**src/rtl/uart_rx_pkg.sv**
```systemverilog
package uart_rx_pkg;
  localparam int unsigned DATA_W = 8;
  localparam int unsigned IDX_W  = $clog2(DATA_W);

  typedef enum logic [2:0] {
    ST_IDLE  = 3'd0,
    ST_START = 3'd1,
    ST_DATA  = 3'd2,
    ST_PAR   = 3'd3,
    ST_STOP  = 3'd4
  } rx_state_e;

  typedef struct packed {
    logic [1:0] len;
    logic       par_en;
    logic       par_even;
  } rx_cfg_t;

  function automatic logic [3:0] word_bits(input logic [1:0] sel);
    return 4'd5 + {2'b00, sel};
  endfunction
endpackage

```
**src/rtl/uart_rx_sync.sv**
```systemverilog
module uart_rx_sync #(
  parameter int unsigned STAGES = 2
) (
  input  logic clk_i,
  input  logic rst_ni,
  input  logic d_i,
  output logic q_o
);
  logic [STAGES-1:0] sr_q;

  generate
    if (STAGES == 1) begin : g_one
      always_ff @(posedge clk_i or negedge rst_ni) begin
        if (!rst_ni) sr_q <= 1'b1;
        else         sr_q <= d_i;
      end
    end else begin : g_many
      always_ff @(posedge clk_i or negedge rst_ni) begin
        if (!rst_ni) sr_q <= '1;
        else         sr_q <= {sr_q[STAGES-2:0], d_i};
      end
    end
  endgenerate

  assign q_o = sr_q[STAGES-1];
endmodule

```
**src/rtl/uart_rx_timer.sv**
```systemverilog
module uart_rx_timer #(
  parameter int unsigned OVS = 16
) (
  input  logic clk_i,
  input  logic rst_ni,
  input  logic tick_i,
  input  logic clr_i,
  output logic half_o,
  output logic full_o
);
  localparam int unsigned CW   = $clog2(OVS);
  localparam int unsigned HALF = OVS / 2;

  logic [CW-1:0] cnt_q;

  assign half_o = tick_i && (cnt_q == CW'(HALF - 1));
  assign full_o = tick_i && (cnt_q == CW'(OVS - 1));

  always_ff @(posedge clk_i or negedge rst_ni) begin
    if (!rst_ni)     cnt_q <= '0;
    else if (clr_i)  cnt_q <= '0;
    else if (full_o) cnt_q <= '0;
    else if (tick_i) cnt_q <= cnt_q + 1'b1;
  end

  p_half_full_excl_r2: assert property (@(posedge clk_i) disable iff (!rst_ni)
    !(half_o && full_o));
endmodule

```
**src/rtl/uart_rx_core.sv**
```systemverilog
module uart_rx_core
  import uart_rx_pkg::*;
(
  input  logic              clk_i,
  input  logic              rst_ni,
  input  logic              tick_i,
  input  logic              rx_i,
  input  rx_cfg_t           cfg_i,
  input  logic              half_i,
  input  logic              full_i,
  output logic              tmr_clr_o,
  output logic [DATA_W-1:0] data_o,
  output logic              valid_o,
  output logic              par_err_o,
  output logic              stop_err_o,
  output logic              break_o
);
  rx_state_e         state_q;
  rx_cfg_t           cfg_q;
  logic [IDX_W-1:0]  idx_q;
  logic [DATA_W-1:0] shf_q;
  logic              par_q;
  logic              zero_q;
  logic              prev_q;

  logic [DATA_W-1:0] dout_q;
  logic              valid_q, perr_q, serr_q, brk_q;

  logic              last_bit;
  logic              brk_now;
  logic              par_bad;

  assign last_bit  = ({1'b0, idx_q} == (word_bits(cfg_q.len) - 4'd1));
  assign brk_now   = zero_q && !rx_i;
  // xor of data and parity: 1 means odd count of ones
  assign par_bad   = cfg_q.par_en && ((^shf_q ^ par_q) ^ !cfg_q.par_even);
  assign tmr_clr_o = (state_q == ST_IDLE) || (state_q == ST_START && half_i);

  always_ff @(posedge clk_i or negedge rst_ni) begin
    if (!rst_ni) begin
      state_q <= ST_IDLE;
      cfg_q   <= '0;
      idx_q   <= '0;
      shf_q   <= '0;
      par_q   <= 1'b0;
      zero_q  <= 1'b1;
      prev_q  <= 1'b1;
      dout_q  <= '0;
      valid_q <= 1'b0;
      perr_q  <= 1'b0;
      serr_q  <= 1'b0;
      brk_q   <= 1'b0;
    end else begin
      valid_q <= 1'b0;
      perr_q  <= 1'b0;
      serr_q  <= 1'b0;
      brk_q   <= 1'b0;
      unique case (state_q)
        ST_IDLE: begin
          if (tick_i) begin
            prev_q <= rx_i;
            if (prev_q && !rx_i) begin
              state_q <= ST_START;
              cfg_q   <= cfg_i;
              shf_q   <= '0;
              par_q   <= 1'b0;
              zero_q  <= 1'b1;
              idx_q   <= '0;
            end
          end
        end
        ST_START: begin
          if (half_i) begin
            if (rx_i) begin
              state_q <= ST_IDLE;
              prev_q  <= 1'b1;
            end else begin
              state_q <= ST_DATA;
            end
          end
        end
        ST_DATA: begin
          if (full_i) begin
            shf_q[idx_q] <= rx_i;
            zero_q       <= zero_q && !rx_i;
            if (last_bit) state_q <= cfg_q.par_en ? ST_PAR : ST_STOP;
            else          idx_q   <= idx_q + 1'b1;
          end
        end
        ST_PAR: begin
          if (full_i) begin
            par_q   <= rx_i;
            zero_q  <= zero_q && !rx_i;
            state_q <= ST_STOP;
          end
        end
        ST_STOP: begin
          if (full_i) begin
            valid_q <= 1'b1;
            dout_q  <= shf_q;
            brk_q   <= brk_now;
            serr_q  <= !rx_i && !brk_now;
            perr_q  <= par_bad && !brk_now;
            prev_q  <= rx_i;
            state_q <= ST_IDLE;
          end
        end
        default: state_q <= ST_IDLE;
      endcase
    end
  end

  assign data_o     = dout_q;
  assign valid_o    = valid_q;
  assign par_err_o  = perr_q;
  assign stop_err_o = serr_q;
  assign break_o    = brk_q;

  p_start_low_r2: assert property (@(posedge clk_i) disable iff (!rst_ni)
    (state_q == ST_DATA && $past(state_q) == ST_START) |-> !$past(rx_i));
  p_upper_zero_r1: assert property (@(posedge clk_i) disable iff (!rst_ni)
    valid_o |-> ((data_o >> word_bits(cfg_q.len)) == '0));
  p_no_par_r3: assert property (@(posedge clk_i) disable iff (!rst_ni)
    (valid_o && !cfg_q.par_en) |-> !par_err_o);
  p_break_excl_r6: assert property (@(posedge clk_i) disable iff (!rst_ni)
    break_o |-> (!stop_err_o && !par_err_o && data_o == '0));
  p_valid_pulse_r7: assert property (@(posedge clk_i) disable iff (!rst_ni)
    valid_o |=> !valid_o);
  p_flags_need_valid_r7: assert property (@(posedge clk_i) disable iff (!rst_ni)
    (par_err_o || stop_err_o || break_o) |-> valid_o);
  p_cfg_stable_r8: assert property (@(posedge clk_i) disable iff (!rst_ni)
    (state_q != ST_IDLE && $past(state_q) != ST_IDLE) |-> $stable(cfg_q));
endmodule

```
**src/rtl/uart_frame_rx.sv**
```systemverilog
module uart_frame_rx
  import uart_rx_pkg::*;
#(
  parameter int unsigned OVS         = 16,
  parameter int unsigned SYNC_STAGES = 2
) (
  input  logic        clk_i,
  input  logic        rst_ni,
  input  logic        tick_i,
  input  logic        rxd_i,
  input  logic [1:0]  len_sel_i,
  input  logic        par_en_i,
  input  logic        par_even_i,
  output logic [7:0]  data_o,
  output logic        valid_o,
  output logic        par_err_o,
  output logic        stop_err_o,
  output logic        break_o
);
  logic    rx_s;
  logic    half, full, tmr_clr;
  rx_cfg_t cfg;

  assign cfg = '{len: len_sel_i, par_en: par_en_i, par_even: par_even_i};

  uart_rx_sync #(.STAGES(SYNC_STAGES)) u_sync (
    .clk_i (clk_i),
    .rst_ni(rst_ni),
    .d_i   (rxd_i),
    .q_o   (rx_s)
  );

  uart_rx_timer #(.OVS(OVS)) u_timer (
    .clk_i (clk_i),
    .rst_ni(rst_ni),
    .tick_i(tick_i),
    .clr_i (tmr_clr),
    .half_o(half),
    .full_o(full)
  );

  uart_rx_core u_core (
    .clk_i     (clk_i),
    .rst_ni    (rst_ni),
    .tick_i    (tick_i),
    .rx_i      (rx_s),
    .cfg_i     (cfg),
    .half_i    (half),
    .full_i    (full),
    .tmr_clr_o (tmr_clr),
    .data_o    (data_o),
    .valid_o   (valid_o),
    .par_err_o (par_err_o),
    .stop_err_o(stop_err_o),
    .break_o   (break_o)
  );
endmodule

```
**config.mk**
```make
export PLATFORM = sky130hd
export DESIGN_NAME = uart_frame_rx
export DESIGN_NICKNAME = d
export VERILOG_FILES = /design/src/rtl/uart_rx_pkg.sv /design/src/rtl/uart_rx_sync.sv /design/src/rtl/uart_rx_timer.sv /design/src/rtl/uart_rx_core.sv /design/src/rtl/uart_frame_rx.sv
export SDC_FILE = /design/constraint.sdc
export NUM_CORES = 1
export LEC_CHECK = 0
export BUFFER_PORTS_ARGS = -buffer_cell sky130_fd_sc_hd__buf_2
export CAP_MARGIN = 40
export CELL_PAD_IN_SITES_DETAIL_PLACEMENT = 0
export CELL_PAD_IN_SITES_GLOBAL_PLACEMENT = 1
export CORE_MARGIN = 3
export CORE_UTILIZATION = 23
export DETAILED_ROUTE_END_ITERATION = 8
export HOLD_SLACK_MARGIN = 0.15
export PLACE_DENSITY_LB_ADDON = 0.1
export SETUP_SLACK_MARGIN = 0.15
export SLEW_MARGIN = 20
export SYNTH_ARGS = -nofsm -noshare
export SYNTH_HDL_FRONTEND = slang
export SYNTH_SLANG_ARGS = --single-unit
```
**constraint.sdc**
```tcl
create_clock -name clk_i -period 2 [get_ports clk_i]
set_input_delay 0.1 -clock clk_i [delete_from_list [all_inputs] [get_ports clk_i]]
set_output_delay 0.1 -clock clk_i [all_outputs]
set_load 0.03 [all_outputs]
```
==> impl_metrics.csv <==
group,metric,value,unit
logic_synthesis,ys_ff_latch,39,
setup_path,start_kind,"flop",
logic_synthesis,ys_seq_area_share,47.1,%
sta,hold_ws,228,ps
routing,wl_per_cell,15.6,microns
power,p_seq_share,41.7,%
clock_tree,clk_pin_slew_worst_paths,80,ps
run,drv_cap,0,
placement,place_congestion,0.680,
routing,drtIter0Drc,93,
floorplanning,start_util,23.8,%
routing,dr_total_vias,1588,
global_route,grt_max_degree,40,
clock_tree,clockBufferDepth,2,
global_route,use_met3,2.34,%
placement,port_buffers,19,
run_status,status,"finished clean",
logic_synthesis,ys_top_cells_by_count,"dfrtp_1, o21ai_0, nand2_1",
global_route,grt.total_usage,10.8,%
logic_synthesis,yosysTopAreaCell,"dfrtp_1",
global_route,grt_overflow,0,
logic_synthesis,synth-main-ff-cell,"dfrtp_1",
power,pwr-share-clk,27.3,%
sta,slew_headroom,61.6,%
logic_synthesis,yosysWarnings,0,
setup_path,arrival,1900,ps
logic_synthesis,yosysMostFrequentCell,"dfrtp_1",
logic_synthesis,synth_area_leaders,"dfrtp_1, mux2_2, dfstp_2",
routing,ant_nets,0,
global_route,top_usage_layer,"met2",
routing,drc,0,
global_route,gr-usage-met2,17.4,%
logic_synthesis,synth-edff-count,0,
sta,maxClockFrequency,0.585,GHz
logic_synthesis,synth_nets,207,
global_route,grt_pass1_vias,1616,
sta,finalHoldViolCount,0,
setup_path,cpPeakStageDelay,600,ps
routing,dr.pass1.iters,4,
global_route,grt_pass1_wl,8.63,mm
clock_tree,insertion_delay,300,ps
sta,tns,0,ps
setup_path,end_kind,"flop",
logic_synthesis,synth_cells,197,
power,switchingPower,0.000909,W
power,ir_worst_vdd,0.348,mV
floorplanning,die_x,101,microns
final_layout,fin_nets,239,
power,sw_frac_of_total,35.8,%
power,power_frac_comb,31.0,%
hold_path,holdCritPathClass,"in2reg",
floorplanning,dieArea,10200,sq um
power,leakage,1.09,nW
global_route,grt_util_met1,14.7,%
logic_synthesis,syn_area_per_cell,10.6,sq um
sta,period_share,85.4,%
clock_tree,clock-sinks,39,
setup_path,crit_fanout,18,
sta,finalSetupViolations,0,
sta,period_needed,1710,ps
logic_synthesis,syn-cell-area,2080,sq um
power,p_per_area,1010,nW/um^2
logic_synthesis,synth_top_area_share,42.0,%
final_layout,diodes,0,
final_layout,area_growth,20.4,%
final_layout,layout-drive-gt1-share,28.7,%
power,cellInternalPower,0.00163,W
sta,worst_pin_slew,576,ps
clock_tree,htree_levels,2,
setup_path,worstPathCellList,"or2_1 > o21ai_1 > o221ai_1 > and4_1",
routing,vias_per_cell,4.70,
setup_path,critPathKind,"reg2reg",
floorplanning,core_area,8760,sq um
clock_tree,numCtsBuffers,5,
sta,drv_slew,0,
placement,hpwl,3.57,mm
floorplanning,num_rows,34,
clock_tree,root_buffer,"clkbuf_8",
clock_tree,tritoncts,"done",
floorplanning,die_height,101,microns
global_route,grt_antenna_before_repair,0,
floorplanning,ios,20,
sta,rsz0062_at_grt,"no",
sta,final.setup_skew,7.46,ps
setup_path,cp.required,2190,ps
setup_path,slowest_stage,"dfrtp_1",
logic_synthesis,ys_types,49,
logic_synthesis,ys_async_sr_fraction,100,%
routing,drt-total-wl,5.29,mm
## placed cells by master, fill, tap and decap left out, types with 3 or more instances in the layout
cell,n
dfrtp_1,35
o21ai_0,20
buf_2,19
nand2_1,13
buf_4,13
mux2_2,12
inv_1,8
o31ai_1,8
nor2_1,7
xnor2_1,7
a31oi_1,7
nand3_1,6
a21oi_1,6
dlygate4sd3_1,6
nor3_1,5
mux2i_1,5
clkbuf_8,5
nand2b_1,4
dfstp_2,4
xor2_1,3
## per-layer routing
| metal | vias to the layer above | wire length [microns] |
|---|---|---|
| met5 | - | 0 |
| met4 | 0 | 50 |
| met3 | 4 | 146 |
| met2 | 27 | 2380 |
| met1 | 775 | 2710 |
| li1 | 782 | - |
## through the flow
stage	std cells	worst slack (ps)	utilization [%]	instance area, sq um	total power, W
floorplan	197	511	-	2080	0.00162
detailed placement	319	254	26.2	2290	0.00184
finish	338	291	28.6	2510	0.00254
CTS	333	233	28.1	2460	0.00256
global placement	319	218	26.2	2290	0.00186
global route	338	161	28.6	2510	0.00272
## worst max-delay path: cells and delay by family, from the launching register on
family           cells  cell delay, ps
AND/OR/NAND/NOR      2             670
flip-flops           1             600
AO/OA/AOI/OAI        2             330
## sequential cells by signal (all words and copies together), names as in the netlist, 2 cells and up
signal	count
u_core.data_o	8
u_core.shf_q	8
u_core.cfg_q	4
u_timer.cnt_q	4
u_core.idx_q	3
u_core.state_q	3
u_sync.sr_q	2
## logic make-up (layout without fill, tap and decap cells)
| family | Yosys count | count (layout) | share of synthesized area, % |
|---|---|---|---|
| simple gates | 53 | 54 | 14.7 |
| xor+xnor | 11 | 11 | 5.29 |
| fa+ha+maj | 2 | 2 | 1.20 |
| mux | 17 | 17 | 8.89 |
| compound gates | 53 | 53 | 17.1 |
| buf+inv | 22 | 54 | 5.71 |
| flops | 39 | 39 | 47.1 |
## final timing paths
check,from,end,slack [ps],cells after the start
worst max-delay path,u_core.state_q[0]$_DFFE_PN0P_,u_core.state_q[1]$_DFFE_PN0P_,290,4
worst min-delay path,tick_i,u_core.zero_q$_DFFE_PN1P_,230,3
worst max register to register,u_core.state_q[0]$_DFFE_PN0P_,u_core.state_q[1]$_DFFE_PN0P_,290,4
worst min register to register,u_sync.sr_q[0]$_DFF_PN1_,u_sync.sr_q[1]$_DFF_PN1_,360,0
max in group asynchronous,rst_ni,u_core.prev_q$_DFFE_PN1P_,1210,3
min in group asynchronous,rst_ni,u_core.data_o[5]$_DFFE_PN0P_,400,3
## cell type report
cell class	count	area (sq um)
clock buffers	5	68.8
clock inverters	3	43.8
fillers	932	6260
inverters	8	30.0
multi-input cells	137	996
flip-flops and latches	39	981
well taps	108	135
repair buffers	38	253
## repair_timing
action | 4_1_cts | 5_1_grt
hold buffers | 6 | 0
hold endpoints to repair | 40 | 0
resized for setup | 0 | 1
setup buffers | 0 | 4
setup endpoints to repair | 0 | 8
## power groups by stage
stage,Clock [W],Combinational [W],Sequential (W)
after floorplan,0,0.000658,0.000964
after global placement,0,0.000785,0.00108
after detailed placement,0,0.000767,0.00108
after CTS,0.000715,0.000781,0.00106
after global routing,0.000743,0.000891,0.00108
final,0.000692,0.000787,0.00106
No activity file was read; power rests on OpenSTA's default activity.
